<file path="src/rtl/cs_out_pkg.sv">
package cs_out_pkg;
    localparam int unsigned ADDR_W = 2;
    localparam logic [ADDR_W-1:0] ADDR_CFG    = 2'd0;
    localparam logic [ADDR_W-1:0] ADDR_STROBE = 2'd1;
    localparam logic [ADDR_W-1:0] ADDR_STATUS = 2'd2;
endpackage

</file>
<file path="src/rtl/cs_cfg_reg.sv">
module cs_cfg_reg #(
    parameter int unsigned NUM_PINS = 8
) (
    input  logic                  clk,
    input  logic                  rst_n,
    input  logic                  we,
    input  logic [2*NUM_PINS-1:0] wdata,
    output logic [NUM_PINS-1:0]   mode,
    output logic [NUM_PINS-1:0]   inv
);
    typedef struct packed {
        logic [NUM_PINS-1:0] mode;
        logic [NUM_PINS-1:0] inv;
    } cfg_t;

    cfg_t cfg_d, cfg_q;

    always_comb begin
        cfg_d = cfg_q;
        if (we) begin
            cfg_d.mode = wdata[2*NUM_PINS-1:NUM_PINS];
            cfg_d.inv  = wdata[NUM_PINS-1:0];
        end
    end

    always_ff @(posedge clk or negedge rst_n) begin
        if (!rst_n) cfg_q <= '0;
        else        cfg_q <= cfg_d;
    end

    assign mode = cfg_q.mode;
    assign inv  = cfg_q.inv;
endmodule

</file>
<file path="src/rtl/cs_latch_bank.sv">
module cs_latch_bank #(
    parameter int unsigned NUM_PINS = 8,
    parameter logic [NUM_PINS-1:0] LATCH_INIT = '1
) (
    input  logic                clk,
    input  logic                rst_n,
    input  logic                we,
    input  logic [NUM_PINS-1:0] set_mask,
    input  logic [NUM_PINS-1:0] clr_mask,
    output logic [NUM_PINS-1:0] latch
);
    typedef struct packed {
        logic [NUM_PINS-1:0] bits;
    } bank_t;

    bank_t bank_d, bank_q;
    logic [NUM_PINS-1:0] pin_next;

    for (genvar i = 0; i < NUM_PINS; i++) begin : g_pin
        always_comb begin
            if (set_mask[i])      pin_next[i] = 1'b1;
            else if (clr_mask[i]) pin_next[i] = 1'b0;
            else                  pin_next[i] = bank_q.bits[i];
        end
    end

    always_comb begin
        bank_d = bank_q;
        if (we) bank_d.bits = pin_next;
    end

    always_ff @(posedge clk or negedge rst_n) begin
        if (!rst_n) bank_q.bits <= LATCH_INIT;
        else        bank_q      <= bank_d;
    end

    assign latch = bank_q.bits;
endmodule

</file>
<file path="src/rtl/cs_pin_drive.sv">
module cs_pin_drive #(
    parameter int unsigned NUM_PINS = 8
) (
    input  logic [NUM_PINS-1:0] latch,
    input  logic [NUM_PINS-1:0] inv,
    input  logic [NUM_PINS-1:0] mode,
    output logic [NUM_PINS-1:0] pin_level,
    output logic [NUM_PINS-1:0] pin_mode
);
    for (genvar i = 0; i < NUM_PINS; i++) begin : g_drv
        assign pin_level[i] = latch[i] ^ inv[i];
        assign pin_mode[i]  = mode[i];
    end
endmodule

</file>
<file path="src/rtl/cs_out_ctrl.sv">
module cs_out_ctrl
    import cs_out_pkg::*;
#(
    parameter int unsigned NUM_PINS = 8,
    localparam int unsigned DATA_W = 2 * NUM_PINS
) (
    input  logic              clk,
    input  logic              rst_n,
    input  logic              wr_en,
    input  logic [ADDR_W-1:0] wr_addr,
    input  logic [DATA_W-1:0] wr_data,
    input  logic [ADDR_W-1:0] rd_addr,
    output logic [DATA_W-1:0] rd_data,
    output logic [NUM_PINS-1:0] pin_out,
    output logic [NUM_PINS-1:0] pin_cs_mode
);
    logic cfg_we, strobe_we;
    logic [NUM_PINS-1:0] mode_vec, inv_vec, latch_vec;

    assign cfg_we    = wr_en && (wr_addr == ADDR_CFG);
    assign strobe_we = wr_en && (wr_addr == ADDR_STROBE);

    cs_cfg_reg #(.NUM_PINS(NUM_PINS)) u_cfg (
        .clk   (clk),
        .rst_n (rst_n),
        .we    (cfg_we),
        .wdata (wr_data),
        .mode  (mode_vec),
        .inv   (inv_vec)
    );

    cs_latch_bank #(.NUM_PINS(NUM_PINS)) u_bank (
        .clk      (clk),
        .rst_n    (rst_n),
        .we       (strobe_we),
        .set_mask (wr_data[DATA_W-1:NUM_PINS]),
        .clr_mask (wr_data[NUM_PINS-1:0]),
        .latch    (latch_vec)
    );

    cs_pin_drive #(.NUM_PINS(NUM_PINS)) u_drive (
        .latch     (latch_vec),
        .inv       (inv_vec),
        .mode      (mode_vec),
        .pin_level (pin_out),
        .pin_mode  (pin_cs_mode)
    );

    always_comb begin
        unique case (rd_addr)
            ADDR_CFG:    rd_data = {mode_vec, inv_vec};
            ADDR_STATUS: rd_data = {{NUM_PINS{1'b0}}, pin_out};
            default:     rd_data = '0;
        endcase
    end
endmodule

</file>
<file path="config.mk">
export PLATFORM = sky130hd
export DESIGN_NAME = cs_out_ctrl
export DESIGN_NICKNAME = d
export VERILOG_FILES = /design/src/rtl/cs_out_pkg.sv /design/src/rtl/cs_cfg_reg.sv /design/src/rtl/cs_latch_bank.sv /design/src/rtl/cs_pin_drive.sv /design/src/rtl/cs_out_ctrl.sv
export SDC_FILE = /design/constraint.sdc
export NUM_CORES = 1
export LEC_CHECK = 0
export ABC_AREA = 1
export CAP_MARGIN = 20
export CORE_MARGIN = 2
export CORE_UTILIZATION = 50
export CTS_CLUSTER_SIZE = 14
export DETAILED_ROUTE_END_ITERATION = 6
export DONT_BUFFER_PORTS = 1
export MAX_ROUTING_LAYER = met4
export PLACE_DENSITY = 0.75
export SLEW_MARGIN = 25
export SYNTH_ARGS = -nofsm -noshare
export SYNTH_HDL_FRONTEND = slang
export SYNTH_HIERARCHICAL = 1
export SYNTH_SLANG_ARGS = --single-unit
</file>
<file path="constraint.sdc">
create_clock -name clk -period 1.3 [get_ports clk]
set_clock_uncertainty 0.1 [all_clocks]
set_input_delay 0.26 -clock clk [delete_from_list [all_inputs] [get_ports clk]]
set_output_delay 0.26 -clock clk [all_outputs]
set_load 0.05 [all_outputs]
</file>
After elaboration in Yosys (flattened, before gate mapping)

Cells that the tools add are included.

Equality and inequality tests: 2
Reduce and logical (&&, ||, !) cells: 20
Mux-type cells: 17
Bitwise operators: 8

Operators with widths:

| operator                                                         | number |
|---|---|
| 16-bit one-hot mux with 2 select lines                           | 1 |
| 1-bit two-way mux                                                | 16 |
| 2-bit AND reduction                                              | 8 |
| 2-bit nonzero test                                               | 8 |
| 1-bit bitwise XOR                                                | 8 |
| 2-bit logical NOT                                                | 2 |
| 2-bit by 1-bit == test with 1-bit output (second input constant) | 1 |
| 2-bit == test (second input constant)                            | 1 |
| 1-bit logical AND                                                | 2 |

Output and inout bits: 32
Input port bits: 23
Logic and storage cells: 57
Bits in registers: 24

Logic depth before layout (Yosys ltp)

Gate-level depths: netlist of run 1.

Depth in word-level cells: 3
Gate-level depth with buffers: 8
Gate-level depth less buffers: 6

Cells and area by module

The synthesis of run 1 kept the hierarchy.

Modules (own cells, without submodules):

| module        | instances | area each (um^2) | cells each | sequential area each (um^2) |
|---|---|---|---|---|
| cs_cfg_reg    | 1         | 644.4            | 68         | 400.4 |
| cs_latch_bank | 1         | 361.6            | 42         | 210.2 |
| cs_out_ctrl   | 1         | 247.7            | 49         | 0.0 |
| cs_pin_drive  | 1         | 210.2            | 48         | 0.0 |

Worst setup path before layout of run 1

Ideal clock, no wire load.

Kind: register to output
From: register u_bank.bank_q, in the netlist u_bank/latch[3]
To: output rd_data[3]
Required time: 940 ps
Buffers on the path: 0
Data arrival time: 1406 ps
Setup slack: -466 ps
Stages on the path, launching flop included: 5
Path through: dfstp_2 > nand2_1 > nand2_1 > nand3_1 > nand2_1

Cells in the longest elaborated chain, start to end: 2

RTL lines:

| element                                | RTL line            | text |
|---|---|---|
| from (decl)                            | cs_latch_bank.sv:16 | `bank_t bank_d, bank_q;` |
| from (signal assigned)                 | cs_latch_bank.sv:34 | `else bank_q <= bank_d;` |
| 1-bit bitwise XOR                      | cs_pin_drive.sv:11  | `assign pin_level[i] = latch[i] ^ inv[i];` |
| net pin_out[3]                         | cs_out_ctrl.sv:14   | `output logic [NUM_PINS-1:0] pin_out,` |
| 16-bit one-hot mux with 2 select lines | cs_out_ctrl.sv:50   | `unique case (rd_addr)` |
| to (decl)                              | cs_out_ctrl.sv:13   | `output logic [DATA_W-1:0] rd_data,` |

The timed path passes the listed nets, and every way through them passes these cells.

Final worst setup path of run 1

From: register u_bank.bank_q, in the netlist u_bank/latch[4]
To: output rd_data[4]

Cells in the longest elaborated chain, start to end: 2

RTL lines:

| element                                | RTL line |
|---|---|
| 1-bit bitwise XOR                      | cs_pin_drive.sv:11 |
| 16-bit one-hot mux with 2 select lines | cs_out_ctrl.sv:50 |

No other way between the ends.

==> results of run 1 <==
## cells in the final DEF (no fill, tap or decap), drive strengths merged
cell | netlist | final
inv | 29 | 29
dfrtp | 16 | 16
nand2 | 121 | 121
dlygate4sd3 | 0 | 17
clkbuf | 0 | 3
nand3 | 8 | 8
buf | 14 | 33
dfstp | 8 | 8
bufinv | 0 | 1
nor2 | 11 | 11
## stage by stage
stage | setup TNS, ps | hold WS [ps] | util | instance area [um2]
5_1_grt | -8350 | 130 | 0.875 | 2410
4_1_cts | -7200 | 146 | 0.802 | 2210
6_report | -7050 | 139 | 0.875 | 2410
3_3_place_gp | 0 | -135 | 0.670 | 1850
3_5_place_dp | -33.5 | -135 | 0.670 | 1850
2_1_floorplan | -1180 | -136 | - | 1640
## sequential cells by signal, indices dropped and copies added (netlist names)
signal / cells
u_bank/latch: 8
u_cfg/inv: 8
u_cfg/mode: 8
## area by class of cell
cell class                 count  share of cell area
multi-input combinational    140               0.393
timing repair buffer          50               0.266
sequential                    24               0.253
inverter                      29              0.0492
tap                           31              0.0161
clock inverter                 1              0.0124
clock buffer                   3             0.00933
## critical path, stage by stage, from the launching register on
cell and delay (ps):
dfstp_2 600, nand2_2 70, nand2_4 90, nand3_4 100, nand2_8 140
## timing repair
item	4_1_cts	5_1_grt
endpoints found under the setup margin	25	32
hold buffers	17	1
pin swaps	20	13
setup buffers	2	4
endpoints found under the hold margin	48	16
gates resized for setup	29	43
## logic make-up after synthesis
family,count (synthesis),share of synthesized area
buffers and inverters,43,0.177
flip-flops,24,0.417
AND/OR/NAND/NOR,140,0.406
## power by group through the flow
stage	sequential, mW	clock [mW]	combinational (mW)
finish	1.07	0.568	1.79
global route	1.08	0.598	1.87
CTS	1.03	0.554	1.55
detailed placement	1.04	0	1.34
global placement	1.02	0	1.31
floorplan	1.02	0	1.12
## worst max path at each step
stage                  end  slack (ps)  cells after the start
3_3_place_gp    rd_data[3]          20                      4
3_5_place_dp    rd_data[3]         -30                      4
6_report        rd_data[4]        -410                      4
5_1_grt         rd_data[4]        -450                      4
4_1_cts         rd_data[1]        -360                      4
2_1_floorplan  rd_data[10]         -90                      4
## metal layers
| metal | GRT usage | wire length, um | up-vias |
|---|---|---|---|
| li1 | - | - | 676 |
| met1 | 0.290 | 1720 | 752 |
| met4 | 0.0831 | 161 | 0 |
| met5 | - | 0 | - |
| met3 | 0.0379 | 220 | 19 |
| met2 | 0.505 | 2780 | 73 |
==> reports/metrics.csv, run 1 <==
stage,metric,value,unit
min_path,HP Class,in2reg,
power_and_ir_drop,Overall Power,3.43,mW
placement,RePlAce Congestion,0.812,
synthesis,Post-synth EDFFs,0,
power_and_ir_drop,Comb pwr share,0.523,
worst_setup_path,r2r startpoint,u_cfg/mode[7]$_DFFE_PN0P_,
route,routed length per instance,17.6,um
grt,grt total ovfl,0,
timing,max_slew headroom,0.634,
timing,Final min period,1710,ps
worst_setup_path,cells on worst reg2reg path,4,
worst_setup_path,Critical Path Start Type,register,
final_layout,multi-input logic area,950,um2
timing,final worst slack,-409,ps
run_status,failing checks,setup timing,
route,final WL,4880,um
power_and_ir_drop,Lkg Pwr,1.15,nW
synthesis,most common cell in the synthesized netlist,nand2_1,
floorplanning,Die H,58.1,um
grt,GR Util All Layers,0.269,
min_path,Hold Crit Start,wr_addr[0],
clock_network,H-tree depth,1,
timing,Worst-Margin Slew,549,ps
min_path,Hold EP,u_cfg/inv[0]$_DFFE_PN0P_,
power_and_ir_drop,Sequential Power Share,0.311,
grt,number of global-route vias before repair,1443,
route,DR pass1 iterations,4,
timing,Final Max Tran Viols,0,
floorplanning,Die W,58.1,um
floorplanning,io pins,55,
final_layout,Fill cells,142,
timing,Final Cycle Share,1.31,
synthesis,Syn Inst Count,207,
timing,max frequency,585,MHz
floorplanning,Starting Density,0.531,
route,Residual DRC,0,
synthesis,Yosys reg bits,24,
worst_setup_path,Worst Path Required,940,ps
route,Iter 0 DRT Violations,42,
placement,Placed Instances,250,
worst_setup_path,worst setup path category,reg2out,
synthesis,Yosys cell types,16,
power_and_ir_drop,PwrDens,1420,nW/um2
final_layout,P&R area growth vs syn,64.9,%
synthesis,post-synthesis sequential area ratio,0.417,
timing,Final setup viols,29,
grt,global-route wire length before repair,6600,um
clock_network,clock sinks,24,
floorplanning,Core ar.,2760,um2
floorplanning,Rows,19,
route,total number of vias,1520,
synthesis,Synth area leaders,"nand2_1 (29%), dfrtp_1 (27%), dfstp_2 (14%), inv_1 (6.7%), buf_4 (4.1%)",
worst_setup_path,Critical R2R Capture,u_cfg/mode[7]$_DFFE_PN0P_,
final_layout,fin nets,271,
clock_network,Inserted Clock Buffers,3,
grt,largest net degree at the start of global routing,25,
clock_network,Clock transition at path regs,150,ps
clock_network,Root Driver,clkbuf_4,
run_status,status,"complete, but fails checks",
final_layout,antenna diode count,0,
worst_setup_path,Worst Setup SP,u_bank/latch[4]$_DFFE_PN1P_,
synthesis,post-synth top area share,0.292,
grt,initial antenna violation count,0,
timing,final hold violation count,0,
power_and_ir_drop,Peak VDD IR,0.00184,V
placement,HPWL Detailed,2640,um
power_and_ir_drop,sw power,1.55,mW
power_and_ir_drop,clock share of power,0.166,
synthesis,Synth Cell Area,1460,um2
worst_setup_path,crit-path max FO,3,
placement,Post-Place Setup Slack,-29.7,ps
final_layout,final cell count without fillers,278,
power_and_ir_drop,Sw Share,0.451,
synthesis,top post-synthesis cells by count,"nand2_1 (114), inv_1 (26), dfrtp_1 (16)",
route,Detail Route Antenna Nets,0,
flow_run,Max Cap Viol,0,
clock_network,CTS max path bufs,2,
worst_setup_path,WP data arrival,1350,ps
worst_setup_path,CP Capture Type,output pin,
synthesis,Synth Net Count,230,
synthesis,Synth Flop Type,dfrtp_1,
worst_setup_path,R2R Setup Slk,260,ps
final_layout,layout cell share with drive strength beyond 1,0.470,
clock_network,TritonCTS clock tree,built,
synthesis,asr flop ratio synth,1.00,
floorplanning,Die Area,3380,um2
clock_network,"Clk Latency, worst-skew pair",340,ps
timing,RSZ-0062 raised after global routing,true,
synthesis,Syn Area/Cell,7.07,um2
placement,I/O Buffers,0,
route,via/cell ratio,5.47,
synthesis,top cell type by total area after synthesis,nand2_1,
synthesis,yosys warns,6,
power_and_ir_drop,Int Pwr,1.88,mW
min_path,Hold Crit Depth,4,
final_layout,register area,611,um2
Power figures use the tool's default switching activity.
==> inputs of run 2 (changes only) <==
BUFFER_PORTS_ARGS = -buffer_cell sky130_fd_sc_hd__buf_2   (was unset)
CORE_UTILIZATION = 49   (was 50)
DONT_BUFFER_PORTS = unset   (was 1)
PLACE_DENSITY = 0.9   (was 0.75)
==> run 2 against run 1 <==
  * The run ends with DRC, setup timing left
  * Clock power fell by 41%
  * Core utilization fell by 3.4 points
  * Global-route usage fell by 4.9 points
  * Critical path depth rose by 2
  * Via count fell by 1.6%
  * Die area rose by 1.9%
  * Register-to-register slack improved by 30 ps
  * Sequential share of layout area rose by 0.56 points
  * First-iteration DRC count rose by 19%
  * Largest cell class unchanged
==> reports/metrics.csv, run 2 (synthesized netlist as in run 1, its figures left out) <==
stage,metric,value,unit,change
floorplanning,Rows,19,,unchanged
timing,RSZ-0062 raised after global routing,true,,
final_layout,antenna diode count,0,,unchanged
worst_setup_path,crit-path max FO,3,,unchanged
route,Iter 0 DRT Violations,50,,+19%
final_layout,final cell count without fillers,308,,+11%
power_and_ir_drop,PwrDens,1370,nW/um2,-3.4%
clock_network,H-tree depth,1,,unchanged
timing,Worst-Margin Slew,548,ps,-0.878 ps
timing,final hold violation count,0,,unchanged
timing,Hold WS,36.1,ps,-103 ps
worst_setup_path,r2r startpoint,u_bank/latch[7]$_DFFE_PN1P_,,
clock_network,"Clk Latency, worst-skew pair",310,ps,-30 ps
clock_network,Inserted Clock Buffers,3,,unchanged
grt,largest net degree at the start of global routing,25,,unchanged
flow_run,Max Cap Viol,0,,unchanged
final_layout,Util after Layout,0.842,,-0.0336
final_layout,Fill cells,166,,+17%
placement,I/O Buffers,54,,+54
floorplanning,Die Area,3440,um2,+1.9%
final_layout,fin nets,301,,+11%
route,Detail Route Antenna Nets,0,,unchanged
power_and_ir_drop,clock share of power,0.103,,-0.063
worst_setup_path,Worst Path Required,940,ps,about the same
grt,GR Util met1,0.237,,-0.0525
worst_setup_path,Critical Path Start Type,register,,
worst_setup_path,"slowest stage delay, CP",590,ps,about the same
worst_setup_path,"Slowest-stage cell, CP",dfstp_2,,
placement,RePlAce Congestion,0.797,,-1.8%
final_layout,highest-count cells in the layout ignoring fill and taps,"nand2_1 (82), nand2_2 (23), buf_2 (22)",,
timing,Final setup viols,28,,-3.4%
final_layout,layout cell share with drive strength beyond 1,0.581,,+0.112
floorplanning,Starting Density,0.522,,-0.00900
min_path,Hold EP,u_bank/latch[0]$_DFFE_PN1P_,,
route,final WL,4160,um,-15%
floorplanning,Die H,58.7,um,+0.95%
timing,max frequency,572,MHz,-2.3%
power_and_ir_drop,Comb pwr share,0.573,,+0.050
route,routed length per instance,13.5,um,-23%
worst_setup_path,R2R Setup Slk,290,ps,+30 ps
final_layout,multi-input logic area,820,um2,-14%
final_layout,register area,611,um2,unchanged
clock_network,CTS max path bufs,2,,unchanged
power_and_ir_drop,Overall Power,3.24,mW,-5.5%
grt,GRT met3 Usage,0.0330,,-0.00498
clock_network,clock sinks,24,,unchanged
clock_network,TritonCTS clock tree,built,,
placement,Placed Instances,291,,+16%
floorplanning,Core ar.,2810,um2,+1.7%
floorplanning,Die W,58.7,um,+0.95%
run_status,failing checks,"DRC, setup timing",,
timing,max_slew headroom,0.635,,about the same
worst_setup_path,worst setup path category,reg2out,,
placement,Post-DP Area,1910,um2,+3.2%
final_layout,P&R area growth vs syn,61.3,%,
power_and_ir_drop,Peak VDD IR,0.000926,V,-50%
worst_setup_path,cell mode on critical path,nand2_4,,
grt,initial antenna violation count,0,,unchanged
timing,Final Max Tran Viols,0,,unchanged
grt,number of global-route vias before repair,1339,,-7.2%
grt,grt total ovfl,0,,unchanged
timing,final worst slack,-450,ps,-40.9 ps
timing,Final Cycle Share,1.35,,+0.0314
power_and_ir_drop,sw power,1.46,mW,-5.6%
worst_setup_path,WP data arrival,1390,ps,+40 ps
final_layout,design area,2360,um2,-2.2%
power_and_ir_drop,Sequential Power Share,0.324,,+0.013
clock_network,Root Driver,clkbuf_4,,
timing,setup TNS,-6630,ps,+414 ps
worst_setup_path,CP Capture Type,output pin,,
worst_setup_path,"Cell Chain, Critical Path","inv_2, nand2_2, nand2_4, nand3_4, nand2_4, buf_8",,
final_layout,"commonest non-fill, non-tap cell in the layout",nand2_1,,
route,via/cell ratio,4.85,,-11%
route,total number of vias,1495,,-1.6%
timing,Final min period,1750,ps,+40.9 ps
floorplanning,io pins,55,,unchanged
worst_setup_path,cells on worst reg2reg path,4,,unchanged
worst_setup_path,Critical R2R Capture,u_bank/latch[7]$_DFFE_PN1P_,,
run_status,status,"complete, but fails checks",,
placement,Post-Place Setup Slack,-142,ps,-113 ps
grt,met2 GRT Util,0.414,,-0.0907
min_path,Hold Crit Start,wr_data[8],,
route,Residual DRC,4,,+4
route,DR pass1 iterations,6,,+2
power_and_ir_drop,Lkg Pwr,1.26,nW,+9.3%
power_and_ir_drop,Sw Share,0.450,,about the same
min_path,HP Class,in2reg,,
grt,global-route wire length before repair,5570,um,-16%
min_path,Hold Crit Depth,3,,-1
placement,HPWL Detailed,2480,um,-6.0%
clock_network,Clock transition at path regs,130,ps,-20 ps
power_and_ir_drop,Int Pwr,1.78,mW,-5.5%
grt,busiest grt layer,met2,,
grt,GR Util All Layers,0.220,,-0.0495
run 2: how the worst max path moves through the flow:
stage	start	to	slack [ps]
floorplan	rd_addr[1]	rd_data[10]	-90
global placement	u_bank/latch[3]$_DFFE_PN1P_	rd_data[3]	-130
detailed placement	u_bank/latch[3]$_DFFE_PN1P_	rd_data[3]	-140
CTS	u_bank/latch[1]$_DFFE_PN1P_	rd_data[1]	-410
global route	u_bank/latch[3]$_DFFE_PN1P_	rd_data[3]	-500
finish	u_bank/latch[3]$_DFFE_PN1P_	rd_data[3]	-450
run 2: power by group through the flow:
| stage | Sequential (mW) | Clock [mW] | Combinational (mW) |
|---|---|---|---|
| after floorplan | 1.02 | 0 | 1.12 |
| after global placement | 1.03 | 0 | 1.34 |
| after detailed placement | 1.04 | 0 | 1.36 |
| after CTS | 1.03 | 0.349 | 1.66 |
| after global routing | 1.07 | 0.371 | 1.95 |
| final | 1.05 | 0.335 | 1.86 |
run 2: metal layers:
layer	part of all wire	vias to the layer above
li1	-	732
met1	0.39	702
met2	0.55	59
met3	0.055	2
met4	0.0046	0
met5	0	-
run 2: area by class of cell:
type,instances,share of cell area
clock buffer,4,0.0111
inverter,29,0.0503
multi-input combinational,140,0.347
sequential,24,0.259
tap,31,0.0164
timing repair buffer,80,0.316
run 2: worst max-delay path, delay by kind of cell (launching register included):
family,cells,cell delay [ps]
flops,1,590
buf+inv,2,190
simple gates,4,290
run 2: what timing repair did:
action,CTS,global route
cloned,0,0
pin swaps,9,8
resized for setup,78,33
hold endpoints to repair,16,0
setup buffers,4,8
endpoints found under the setup margin,32,32
hold buffers,1,0
==> inputs of run 3 (changes only) <==
==> constraint.sdc (replaced) <==
create_clock -name clk -period 1.3 [get_ports clk]
set_clock_uncertainty 0.1 [all_clocks]
set_input_delay 0.26 -clock clk [delete_from_list [all_inputs] [get_ports clk]]
set_output_delay 0.26 -clock clk [all_outputs]
set_load 0.01 [all_outputs]
==> run 3 against run 2 <==
  * The run still ends with DRC, setup timing left
  * Non-clock buffer count is 15 lower
  * Worst setup slack better by 100 ps
  * First-iteration DRC count is 32% lower
  * Register-to-register slack better by 70 ps
  * Hold slack better by 8.0 ps
  * Final area is 25% lower
  * Maximum frequency is 6.2% higher
  * Clock power is 5% lower
  * Total power is 35% lower
  * Critical path type unchanged
==> reports/metrics.csv, run 3 (synthesized netlist as in run 1, its figures left out) <==
stage,metric,value,unit,change
route,total number of vias,1361,,-9.0%
clock_network,clock sinks,24,,unchanged
clock_network,CTS max path bufs,2,,unchanged
timing,Final Max Tran Viols,0,,unchanged
route,via/cell ratio,4.66,,-4.0%
floorplanning,Core ar.,2810,um2,unchanged
power_and_ir_drop,Lkg Pwr,1.09,nW,-14%
route,routed length per instance,10.8,um,-20%
min_path,HP Class,in2reg,,
floorplanning,Die H,58.7,um,unchanged
clock_network,H-tree depth,1,,unchanged
grt,number of global-route vias before repair,1254,,-6.3%
floorplanning,Starting Density,0.522,,unchanged
clock_network,Clock transition at path regs,120,ps,about the same
run_status,failing checks,"DRC, setup timing",,
grt,GR Util All Layers,0.200,,-0.0201
timing,Final min period,1650,ps,-102 ps
floorplanning,Die Area,3440,um2,unchanged
placement,HPWL Detailed,2280,um,-8.2%
power_and_ir_drop,Peak VDD IR,0.000603,V,-35%
final_layout,design area,1770,um2,-25%
worst_setup_path,cells on worst reg2reg path,4,,unchanged
final_layout,Fill cells,273,,+64%
clock_network,"Clk Latency, worst-skew pair",310,ps,about the same
placement,Placed Instances,281,,-3.4%
min_path,Hold Crit Depth,3,,unchanged
timing,Final Cycle Share,1.27,,-0.0786
clock_network,Inserted Clock Buffers,3,,unchanged
route,Iter 0 DRT Violations,34,,-32%
grt,largest net degree at the start of global routing,25,,unchanged
placement,RePlAce Congestion,0.770,,-3.4%
clock_network,Root Driver,clkbuf_4,,
worst_setup_path,Critical R2R Capture,u_cfg/mode[3]$_DFFE_PN0P_,,
grt,global-route wire length before repair,5160,um,-7.3%
final_layout,P&R area growth vs syn,21.2,%,
worst_setup_path,worst setup path category,reg2out,,
power_and_ir_drop,Overall Power,2.09,mW,-35%
floorplanning,Die W,58.7,um,unchanged
worst_setup_path,WP data arrival,1290,ps,-100 ps
flow_run,Max Cap Viol,0,,unchanged
timing,Worst-Margin Slew,536,ps,-12.0 ps
final_layout,fin nets,286,,-5.0%
grt,grt total ovfl,0,,unchanged
worst_setup_path,Worst Path Required,940,ps,about the same
final_layout,register area,611,um2,unchanged
floorplanning,Rows,19,,unchanged
route,Residual DRC,4,,unchanged
final_layout,antenna diode count,0,,unchanged
power_and_ir_drop,PwrDens,1180,nW/um2,-14%
final_layout,multi-input logic area,597,um2,-27%
route,DR pass1 iterations,6,,unchanged
worst_setup_path,r2r startpoint,u_cfg/mode[3]$_DFFE_PN0P_,,
run_status,status,"complete, but fails checks",,
worst_setup_path,crit-path max FO,3,,unchanged
placement,I/O Buffers,54,,unchanged
timing,RSZ-0062 raised after global routing,true,,
timing,final hold violation count,0,,unchanged
timing,Final setup viols,22,,-21%
route,Detail Route Antenna Nets,0,,unchanged
worst_setup_path,R2R Setup Slk,360,ps,+70 ps
worst_setup_path,Critical Path Start Type,register,,
clock_network,TritonCTS clock tree,built,,
final_layout,"commonest non-fill, non-tap cell in the layout",nand2_1,,
route,final WL,3160,um,-24%
timing,final worst slack,-348,ps,+102 ps
timing,max_slew headroom,0.643,,+0.00798
final_layout,final cell count without fillers,292,,-5.2%
timing,Hold WS,44.1,ps,+8.01 ps
final_layout,layout cell share with drive strength beyond 1,0.406,,-0.175
grt,initial antenna violation count,0,,unchanged
floorplanning,io pins,55,,unchanged
timing,max frequency,607,MHz,+6.2%
min_path,Hold EP,u_bank/latch[3]$_DFFE_PN1P_,,
final_layout,highest-count cells in the layout ignoring fill and taps,"nand2_1 (113), buf_2 (51), dfrtp_1 (16)",,
min_path,Hold Crit Start,wr_data[11],,
placement,Post-DP Area,1670,um2,-13%
worst_setup_path,CP Capture Type,output pin,,
## run 3: cell types whose count changed in the layout (fill, tap and decap cells not counted), sizes merged
cell and change:
buf -15, clkbuf -1
## run 3: layout make-up
| type | count | area share |
|---|---|---|
| flip-flops and latches | 24 | 0.344 |
| multi-input cells | 140 | 0.336 |
| repair buffers | 65 | 0.218 |
| inverters | 29 | 0.0670 |
| well taps | 31 | 0.0219 |
| clock buffers | 3 | 0.0127 |
## run 3: worst max path at each step
stage	startpoint	endpoint	slack, ps	depth (start not counted)
2_1_floorplan	u_bank/latch[3]$_DFFE_PN1P_	rd_data[3]	70	5
3_3_place_gp	u_bank/latch[5]$_DFFE_PN1P_	rd_data[5]	10	6
3_5_place_dp	u_bank/latch[5]$_DFFE_PN1P_	rd_data[5]	0.4	6
4_1_cts	u_bank/latch[5]$_DFFE_PN1P_	rd_data[5]	-360	6
5_1_grt	u_bank/latch[2]$_DFFE_PN1P_	rd_data[2]	-450	6
6_report	u_bank/latch[7]$_DFFE_PN1P_	rd_data[7]	-350	6
## run 3: critical path, stage by stage (launching register included)
cell and delay, ps:
dfstp_2 570, inv_2 30, nand2_1 40, nand2_1 70
nand3_1 80, nand2_1 50, buf_2 130
## run 3: layer usage
| layer | vias up | share of wire | global-route usage |
|---|---|---|---|
| met5 | - | 0 | - |
| met4 | 0 | 0.0038 | 0.0292 |
| met3 | 2 | 0.060 | 0.0549 |
| met2 | 36 | 0.49 | 0.348 |
| met1 | 621 | 0.45 | 0.236 |
| li1 | 702 | - | - |
## run 3: what timing repair did
item | CTS | global route
setup buffers | 2 | 5
hold endpoints to repair | 16 | 0
hold buffers | 1 | 0
setup endpoints to repair | 24 | 24
pin swaps | 24 | 5
cloned | 0 | 0
gates resized for setup | 5 | 10
## run 3: per-stage QoR
step	setup slack (ps)	utilization	setup TNS, ps
3_3_place_gp	10.4	0.595	0
5_1_grt	-449	0.632	-6280
2_1_floorplan	72.5	-	0
6_report	-348	0.632	-4520
3_5_place_dp	0.398	0.595	0
4_1_cts	-358	0.614	-4760
## run 3: where the power goes
part           total, mW  internal, mW  switching (mW)
clock network      0.319         0.108           0.211
logic              0.744         0.339           0.405
registers           1.03         0.911           0.118
